--- src/rtl/tbd_pkg.sv ---
package tbd_pkg;
    localparam int unsigned SM_COUNT    = 4;
    localparam int unsigned BLK_LIMIT   = 8;
    localparam int unsigned THR_LIMIT   = 768;
    localparam int unsigned BLK_THR_MAX = 512;
    localparam int unsigned WARP_SIZE   = 32;
    localparam int unsigned ID_BITS     = 8;
    localparam int unsigned REQ_BITS    = 11;
    localparam int unsigned Q_DEPTH     = 4;

    typedef enum logic [1:0] {
        VERDICT_WAIT,
        VERDICT_REJECT,
        VERDICT_PLACE
    } verdict_e;
endpackage

--- src/rtl/tbd_req_fifo.sv ---
module tbd_req_fifo #(
    parameter int unsigned W     = 19,
    parameter int unsigned DEPTH = 4
) (
    input  logic         clk,
    input  logic         rst_n,
    input  logic         in_valid,
    output logic         in_ready,
    input  logic [W-1:0] in_data,
    output logic         out_valid,
    output logic [W-1:0] out_data,
    input  logic         out_pop
);
    localparam int unsigned PTR_W = $clog2(DEPTH);
    localparam int unsigned CNT_W = $clog2(DEPTH + 1);
    localparam logic [PTR_W-1:0] LAST_PTR = PTR_W'(DEPTH - 1);
    localparam logic [CNT_W-1:0] FULL_CNT = CNT_W'(DEPTH);

    typedef struct packed {
        logic [PTR_W-1:0] wr;
        logic [PTR_W-1:0] rd;
        logic [CNT_W-1:0] cnt;
    } fifo_st_t;

    fifo_st_t st_d, st_q;
    logic [W-1:0] mem_q [DEPTH];
    logic push;

    assign in_ready  = (st_q.cnt != FULL_CNT);
    assign out_valid = (st_q.cnt != '0);
    assign out_data  = mem_q[st_q.rd];
    assign push      = in_valid && in_ready;

    always_comb begin
        st_d = st_q;
        if (push) begin
            st_d.wr = (st_q.wr == LAST_PTR) ? '0 : st_q.wr + 1'b1;
        end
        if (out_pop) begin
            st_d.rd = (st_q.rd == LAST_PTR) ? '0 : st_q.rd + 1'b1;
        end
        case ({push, out_pop})
            2'b10:   st_d.cnt = st_q.cnt + 1'b1;
            2'b01:   st_d.cnt = st_q.cnt - 1'b1;
            default: st_d.cnt = st_q.cnt;
        endcase
    end

    always_ff @(posedge clk or negedge rst_n) begin
        if (!rst_n) begin
            st_q <= '0;
        end else begin
            st_q <= st_d;
        end
    end

    always_ff @(posedge clk) begin
        if (push) begin
            mem_q[st_q.wr] <= in_data;
        end
    end

    a_r10_pop_needs_entry: assert property (@(posedge clk) disable iff (!rst_n)
        out_pop |-> out_valid);
    a_r10_count_bound: assert property (@(posedge clk) disable iff (!rst_n)
        st_q.cnt <= FULL_CNT);
    a_r10_full_blocks: assert property (@(posedge clk) disable iff (!rst_n)
        (st_q.cnt == FULL_CNT && !out_pop) |=> st_q.cnt == FULL_CNT);
endmodule

--- src/rtl/tbd_sm_slot.sv ---
module tbd_sm_slot #(
    parameter int unsigned BLK_LIMIT = 8,
    parameter int unsigned THR_LIMIT = 768,
    parameter int unsigned REQ_BITS  = 11
) (
    input  logic                clk,
    input  logic                rst_n,
    input  logic [REQ_BITS-1:0] probe_thr,
    output logic                fits,
    input  logic                add_en,
    input  logic                sub_en,
    input  logic [REQ_BITS-1:0] sub_thr
);
    localparam int unsigned BLK_W = $clog2(BLK_LIMIT + 1);
    localparam int unsigned THR_W = $clog2(THR_LIMIT + 1);
    localparam int unsigned SUM_W = ((THR_W > REQ_BITS) ? THR_W : REQ_BITS) + 1;
    localparam logic [BLK_W-1:0] BLK_CAP = BLK_W'(BLK_LIMIT);
    localparam logic [SUM_W-1:0] THR_CAP = SUM_W'(THR_LIMIT);

    typedef struct packed {
        logic [BLK_W-1:0] blk;
        logic [THR_W-1:0] thr;
    } slot_st_t;

    slot_st_t st_d, st_q;
    logic [SUM_W-1:0] thr_wide;
    logic [SUM_W-1:0] probe_sum;
    logic [SUM_W-1:0] thr_next;

    assign thr_wide  = SUM_W'(st_q.thr);
    assign probe_sum = thr_wide + SUM_W'(probe_thr);
    assign fits      = (st_q.blk < BLK_CAP) && (probe_sum <= THR_CAP);

    always_comb begin
        st_d     = st_q;
        thr_next = thr_wide;
        if (add_en) begin
            thr_next = thr_next + SUM_W'(probe_thr);
        end
        if (sub_en) begin
            thr_next = thr_next - SUM_W'(sub_thr);
        end
        st_d.thr = THR_W'(thr_next);
        case ({add_en, sub_en})
            2'b10:   st_d.blk = st_q.blk + 1'b1;
            2'b01:   st_d.blk = st_q.blk - 1'b1;
            default: st_d.blk = st_q.blk;
        endcase
    end

    always_ff @(posedge clk or negedge rst_n) begin
        if (!rst_n) begin
            st_q <= '0;
        end else begin
            st_q <= st_d;
        end
    end

    a_r2_block_cap: assert property (@(posedge clk) disable iff (!rst_n)
        st_q.blk <= BLK_CAP);
    a_r3_thread_cap: assert property (@(posedge clk) disable iff (!rst_n)
        thr_wide <= THR_CAP);
    a_r3_place_only_if_fits: assert property (@(posedge clk) disable iff (!rst_n)
        add_en |-> fits);
    a_r7_release_covered: assert property (@(posedge clk) disable iff (!rst_n)
        sub_en |-> (st_q.blk != '0) && (thr_wide >= SUM_W'(sub_thr)));
    a_r7_release_block: assert property (@(posedge clk) disable iff (!rst_n)
        (sub_en && !add_en) |=> st_q.blk == $past(st_q.blk) - 1'b1);
endmodule

--- src/rtl/tbd_rr_pick.sv ---
module tbd_rr_pick #(
    parameter int unsigned N  = 4,
    parameter int unsigned SW = 2
) (
    input  logic [N-1:0]  fit,
    input  logic [SW-1:0] last,
    output logic          found,
    output logic [SW-1:0] idx
);
    always_comb begin
        found = 1'b0;
        idx   = '0;
        for (int off = 1; off <= int'(N); off++) begin
            int cand;
            cand = int'(last) + off;
            if (cand >= int'(N)) begin
                cand = cand - int'(N);
            end
            if (!found && fit[cand]) begin
                found = 1'b1;
                idx   = SW'(cand);
            end
        end
    end

    always_comb begin
        if (found) begin
            a_r4_pick_fits: assert (fit[idx]);
        end
        if (fit != '0) begin
            a_r4_pick_when_any: assert (found);
        end
    end
endmodule

--- src/rtl/tbd_dispatch.sv ---
module tbd_dispatch
    import tbd_pkg::*;
#(
    parameter int unsigned N_SM     = SM_COUNT,
    parameter int unsigned MAX_BLK  = BLK_LIMIT,
    parameter int unsigned MAX_THR  = THR_LIMIT,
    parameter int unsigned BLK_MAX  = BLK_THR_MAX,
    parameter int unsigned WARP     = WARP_SIZE,
    parameter int unsigned IDW      = ID_BITS,
    parameter int unsigned RQW      = REQ_BITS,
    parameter int unsigned QDEPTH   = Q_DEPTH,
    localparam int unsigned SMW     = (N_SM > 1) ? $clog2(N_SM) : 1,
    localparam int unsigned WARP_W  = $clog2(BLK_MAX / WARP + 1)
) (
    input  logic              clk,
    input  logic              rst_n,
    input  logic              req_valid,
    output logic              req_ready,
    input  logic [IDW-1:0]    req_id,
    input  logic [RQW-1:0]    req_threads,
    output logic              disp_valid,
    input  logic              disp_ready,
    output logic [IDW-1:0]    disp_id,
    output logic [SMW-1:0]    disp_sm,
    output logic [WARP_W-1:0] disp_warps,
    output logic              err_flag,
    input  logic              cpl_valid,
    input  logic [SMW-1:0]    cpl_sm,
    input  logic [RQW-1:0]    cpl_threads
);
    localparam int unsigned QW      = IDW + RQW;
    localparam int unsigned WSHIFT  = $clog2(WARP);
    localparam logic [RQW-1:0] SIZE_CAP  = RQW'(BLK_MAX);
    localparam logic [RQW:0]   WARP_PAD  = (RQW + 1)'(WARP - 1);
    localparam logic [SMW-1:0] LAST_INIT = SMW'(N_SM - 1);

    typedef struct packed {
        logic              dvld;
        logic [IDW-1:0]    did;
        logic [SMW-1:0]    dsm;
        logic [WARP_W-1:0] dwarps;
        logic              err;
        logic [SMW-1:0]    last;
    } disp_st_t;

    disp_st_t st_d, st_q;

    logic           head_vld;
    logic [QW-1:0]  head_data;
    logic [IDW-1:0] head_id;
    logic [RQW-1:0] head_thr;
    logic           head_pop;
    logic           legal;
    logic           out_free;
    logic [N_SM-1:0] fit_vec;
    logic           pick_found;
    logic [SMW-1:0] pick_idx;
    logic [RQW:0]   warp_sum;
    verdict_e       verdict;

    tbd_req_fifo #(
        .W     (QW),
        .DEPTH (QDEPTH)
    ) i_req_fifo (
        .clk       (clk),
        .rst_n     (rst_n),
        .in_valid  (req_valid),
        .in_ready  (req_ready),
        .in_data   ({req_id, req_threads}),
        .out_valid (head_vld),
        .out_data  (head_data),
        .out_pop   (head_pop)
    );

    assign head_id  = head_data[QW-1:RQW];
    assign head_thr = head_data[RQW-1:0];
    assign legal    = (head_thr != '0) && (head_thr <= SIZE_CAP);
    assign out_free = !st_q.dvld || disp_ready;
    assign warp_sum = {1'b0, head_thr} + WARP_PAD;

    for (genvar g = 0; g < N_SM; g++) begin : g_slot
        logic add_here;
        logic sub_here;
        assign add_here = (verdict == VERDICT_PLACE) && (pick_idx == SMW'(g));
        assign sub_here = cpl_valid && (cpl_sm == SMW'(g));

        tbd_sm_slot #(
            .BLK_LIMIT (MAX_BLK),
            .THR_LIMIT (MAX_THR),
            .REQ_BITS  (RQW)
        ) i_slot (
            .clk       (clk),
            .rst_n     (rst_n),
            .probe_thr (head_thr),
            .fits      (fit_vec[g]),
            .add_en    (add_here),
            .sub_en    (sub_here),
            .sub_thr   (cpl_threads)
        );
    end

    tbd_rr_pick #(
        .N  (N_SM),
        .SW (SMW)
    ) i_pick (
        .fit   (fit_vec),
        .last  (st_q.last),
        .found (pick_found),
        .idx   (pick_idx)
    );

    always_comb begin
        verdict = VERDICT_WAIT;
        if (head_vld && out_free) begin
            if (!legal) begin
                verdict = VERDICT_REJECT;
            end else if (pick_found) begin
                verdict = VERDICT_PLACE;
            end
        end
    end

    always_comb begin
        st_d     = st_q;
        st_d.err = 1'b0;
        head_pop = 1'b0;
        if (st_q.dvld && disp_ready) begin
            st_d.dvld = 1'b0;
        end
        case (verdict)
            VERDICT_REJECT: begin
                head_pop = 1'b1;
                st_d.err = 1'b1;
            end
            VERDICT_PLACE: begin
                head_pop    = 1'b1;
                st_d.dvld   = 1'b1;
                st_d.did    = head_id;
                st_d.dsm    = pick_idx;
                st_d.dwarps = WARP_W'(warp_sum >> WSHIFT);
                st_d.last   = pick_idx;
            end
            default: ;
        endcase
    end

    always_ff @(posedge clk or negedge rst_n) begin
        if (!rst_n) begin
            st_q      <= '0;
            st_q.last <= LAST_INIT;
        end else begin
            st_q <= st_d;
        end
    end

    assign disp_valid = st_q.dvld;
    assign disp_id    = st_q.did;
    assign disp_sm    = st_q.dsm;
    assign disp_warps = st_q.dwarps;
    assign err_flag   = st_q.err;

    a_r8_hold_stable: assert property (@(posedge clk) disable iff (!rst_n)
        (disp_valid && !disp_ready) |=> disp_valid && $stable(disp_id)
            && $stable(disp_sm) && $stable(disp_warps));
    a_r6_warp_range: assert property (@(posedge clk) disable iff (!rst_n)
        disp_valid |-> (disp_warps != '0) && (disp_warps <= WARP_W'(BLK_MAX / WARP)));
    a_r4_slot_range: assert property (@(posedge clk) disable iff (!rst_n)
        disp_valid |-> int'(disp_sm) < int'(N_SM));
    a_r1_reject_alone: assert property (@(posedge clk) disable iff (!rst_n)
        err_flag |-> !disp_valid);
    a_r5_wait_keeps_head: assert property (@(posedge clk) disable iff (!rst_n)
        (head_vld && verdict == VERDICT_WAIT) |=> head_vld && $stable(head_data));
endmodule

--- config.mk ---
export PLATFORM = sky130hd
export DESIGN_NAME = tbd_dispatch
export DESIGN_NICKNAME = d
export VERILOG_FILES = /design/src/rtl/tbd_pkg.sv /design/src/rtl/tbd_req_fifo.sv /design/src/rtl/tbd_sm_slot.sv /design/src/rtl/tbd_rr_pick.sv /design/src/rtl/tbd_dispatch.sv
export SDC_FILE = /design/constraint.sdc
export NUM_CORES = 1
export LEC_CHECK = 0
export ABC_CLOCK_PERIOD_IN_PS = 8900
export BUFFER_PORTS_ARGS = -buffer_cell sky130_fd_sc_hd__buf_2
export CAP_MARGIN = 10
export CORE_UTILIZATION = 50
export CTS_BUF_LIST = sky130_fd_sc_hd__clkbuf_4 sky130_fd_sc_hd__clkbuf_8
export CTS_CLUSTER_SIZE = 25
export DETAILED_ROUTE_END_ITERATION = 10
export PLACE_DENSITY_LB_ADDON = 0.25
export SETUP_SLACK_MARGIN = 0.5
export SLEW_MARGIN = 10
export SYNTH_ARGS = -nofsm -noshare
export SYNTH_HDL_FRONTEND = slang
export SYNTH_HIERARCHICAL = 1
export SYNTH_SLANG_ARGS = --single-unit
export TNS_END_PERCENT = 5
--- constraint.sdc ---
create_clock -name clk -period 8.9 [get_ports clk]
set_input_delay 0.89 -clock clk [delete_from_list [all_inputs] [get_ports clk]]
set_output_delay 0.89 -clock clk [all_outputs]
set_load 0.02 [all_outputs]
==> flow_summary.toml <==
[yosys]
synth-async-reset-ratio_pct = 51.9
synth_flop_cell = "sky130_fd_sc_hd__dfrtp_1"
synth-edff-count = 76
synthDistinctLibCells = 65
simple_gate_portion_of_the_synthesized_area_pct = 9.26
syn-mean-instance-area_sq_um = 11.1
mappedNetlistArea_sq_um = 10700
synthMuxAreaShare_pct = 12.1
post_synth_main_area_contributors = "sky130_fd_sc_hd__edfxtp_1 (21%), sky130_fd_sc_hd__dfrtp_1 (19%), sky130_fd_sc_hd__ha_1 (11%)"
synth_compound_area_share_pct = 13.5
synth_top_cell_area_share_pct = 21.3
synth_commonest_cells = "sky130_fd_sc_hd__ha_1 (97), sky130_fd_sc_hd__inv_1 (95), sky130_fd_sc_hd__dfrtp_1 (80)"
synth_xor_area_share_pct = 5.81
yosys_warnings = 6
synth_register_bits = 158
synth_cells = 967
synth_sequential_area_ratio_pct = 40.5
largest_family_of_logic_cells_by_synthesized_area = "adder cells"
mapped_nets = 1114
synth.most_common_cell = "sky130_fd_sc_hd__ha_1"
yosys.area.top_type = "sky130_fd_sc_hd__edfxtp_1"
yosys.area_share.adder_pct = 13.8

[job]
timing.max_cap.violations = 0

[drt]
dr_total_vias = 7312
drt_pre_antenna_iters = 5
antenna_left = 0
drt_iter0_drc = 355
drc = 0
wirelength_um = 22200
wire_per_inst_um = 17.0
vias_per_cell = 5.62

[floorplanning]
design.die.area_sq_um = 22000
die_h_um = 148
fp.dieW_um = 148
ioPinCount = 55
initial_utilization_pct = 50.9
design.core.area_sq_um = 21000
rows = 53

[timing]
worst_slew_pin_tran_ps = 1070
final_setup_violation_count = 0
hold_viol = 0
timing.max_slew.rel_slack_pct = 28.2
finalWorstPathRequiredPeriod_ps = 7790
fmax_mhz = 128
worst_case_clock_skew_ps = 16.9
timing_max_transition_violations_final = 0
setup_total_negative_slack_ps = 0
final.hold.worst_slack_ps = 322
unrepaired_setup_endpoints_after_global_routing = "false"
final_cycle_utilization_of_the_critical_path_pct = 87.5

[cells_and_area]
sequential_cell_area_sq_um = 4340
filler_cell_count = 1809
drive_gt1_share_pct = 19.8
layoutNonFillerInstCount = 1302
area_growth_syn_to_fin_pct = 8.45
nets = 1161
final_area_sq_um = 11600
multi_input_area_sq_um = 5830
ant_diodes = 0

[clock_tree]
postCtsResizedCells = 0
numCtsBuffers = 17
htree_num_levels = 4
cts_num_sinks = 158
ctsLongestPathBuffers = 2
cts_tree = "yes"
post_cts_hold_buffer_count = 0
clk-insertion-delay-late_ps = 480
cts.clk_slew.worst_paths_ps = 100
cts_root_buffer = "sky130_fd_sc_hd__clkbuf_8"
cts.repair_timing.setup_buffer_count = 0

[setup_path]
crit_arrival_ps = 8190
worst-r2r-cell-count = 24
setup.worst_path.start_class = "flip-flop"
path_class = "reg2reg"
crit_path_end_kind = "flip-flop"
cp_data_required_time_ps = 9300
critical_path_peak_fanout = 11

[global_routing]
grt_max_degree = 55
global_route_wire_length_before_repair_um = 36300
first_global_vias = 7206
gr-usage-all-layers_pct = 21.6
overflow = 0
number_of_antenna_violations_at_the_first_check_in_global_routing = 0

[run_status]
status = "finished, final reports clean"

[placed_design]
numPlacedInstances = 1270
detailed_place_hpwl_um = 16100
place.port_buffers = 53
placement.cell_area_sq_um = 11200
gp_congestion = 0.862

[worst_hold_path]
hp-class = "in2async"
cell type report:
cell class                      instances  share of cell area, %
Clock buffer                           17                   2.02
Clock inverter                         15                   1.62
Inverter                               95                   3.07
Multi-Input combinational cell        682                   50.2
Sequential cell                       158                   37.3
Tap cell                              275                   2.96
Timing Repair Buffer                   60                   2.76
per-layer routing:
metal	vias up	GRT usage [%]	wire (um)	share of wire (%)
li1	3653	-	-	-
met1	3536	28.3	10300	46
met2	103	37.0	11000	50
met3	20	3.40	587	2.6
met4	0	5.93	331	1.5
met5	-	0	0	0
critical path: stages (launching register included):
cell	delay, ps
sky130_fd_sc_hd__dfrtp_1	740
sky130_fd_sc_hd__buf_4	270
sky130_fd_sc_hd__mux4_2	710
sky130_fd_sc_hd__ha_1	480
sky130_fd_sc_hd__nand2_1	90
sky130_fd_sc_hd__o21ai_0	230
sky130_fd_sc_hd__a21oi_1	120
sky130_fd_sc_hd__or4b_1	540
sky130_fd_sc_hd__o311ai_1	290
sky130_fd_sc_hd__o2111a_1	370
sky130_fd_sc_hd__nor2_1	70
sky130_fd_sc_hd__nand2_1	70
sky130_fd_sc_hd__nand3_1	90
sky130_fd_sc_hd__nor4_1	300
sky130_fd_sc_hd__ha_1	290
sky130_fd_sc_hd__nor3b_1	760
sky130_fd_sc_hd__buf_4	300
sky130_fd_sc_hd__mux2_2	360
sky130_fd_sc_hd__ha_1	330
sky130_fd_sc_hd__and2_1	170
sky130_fd_sc_hd__o21ai_0	210
sky130_fd_sc_hd__a31oi_1	150
sky130_fd_sc_hd__o31ai_1	330
sky130_fd_sc_hd__mux2i_1	310
sky130_fd_sc_hd__xnor2_1	140
cell usage in the layout (no fill, tap or decap), types with 20 or more instances in the layout:
| cell type | n |
|---|---|
| sky130_fd_sc_hd__xnor2_1 | 53 |
| sky130_fd_sc_hd__a21o_1 | 20 |
| sky130_fd_sc_hd__nor2_1 | 63 |
| sky130_fd_sc_hd__buf_2 | 52 |
| sky130_fd_sc_hd__mux2_2 | 58 |
| sky130_fd_sc_hd__nand2_1 | 42 |
| sky130_fd_sc_hd__a21oi_1 | 46 |
| sky130_fd_sc_hd__edfxtp_1 | 76 |
| sky130_fd_sc_hd__o21ai_0 | 40 |
| sky130_fd_sc_hd__inv_1 | 95 |
| sky130_fd_sc_hd__ha_1 | 97 |
| sky130_fd_sc_hd__dfrtp_1 | 80 |
per-stage QoR:
stage,util [%],setup WS [ps]
6_report,55.2,1110
5_1_grt,55.2,558
4_1_cts,55.2,1080
3_5_place_dp,53.2,1110
3_3_place_gp,53.2,1210
2_1_floorplan,-,2350
path summary, 6_finish.rpt:
check | start | endpoint | slack (ps)
setup reg to reg | i_req_fifo/st_q[3] | g_slot[0].i_slot/st_q[9] | 1110
max in group asynchronous | rst_n | i_req_fifo/st_q[1] | 7510
hold reg to reg | g_slot[2].i_slot/st_q[13] | g_slot[2].i_slot/st_q[13] | 480
setup / recovery | i_req_fifo/st_q[3] | g_slot[0].i_slot/st_q[9] | 1110
hold / removal | rst_n | g_slot[3].i_slot/st_q[10] | 320
min in group clk | g_slot[2].i_slot/st_q[13] | g_slot[2].i_slot/st_q[13] | 480
registers in the layout, summed over array words and instances, names as in the netlist, 2 cells and up:
name / count
g_slot.i_slot/st_q: 56
disp_sm: 2
disp_warps: 5
st_q: 2
disp_id: 8
i_req_fifo/st_q: 7
i_req_fifo/mem_q: 76
kinds of logic (layout without fill, tap and decap cells):
group                    after synthesis  after routing
multiplexers                          97             97
flip-flops                           158            158
buffers and inverters                127            187
AO/OA/AOI/OAI                        209            209
AND/OR/NAND/NOR                      195            195
XOR/XNOR                              71             71
adder cells (fa/ha/maj)              110            110
Power is left out: the tool's default activity adds up to more than one toggle a clock period on the data nets, which glitch-free logic cannot reach.
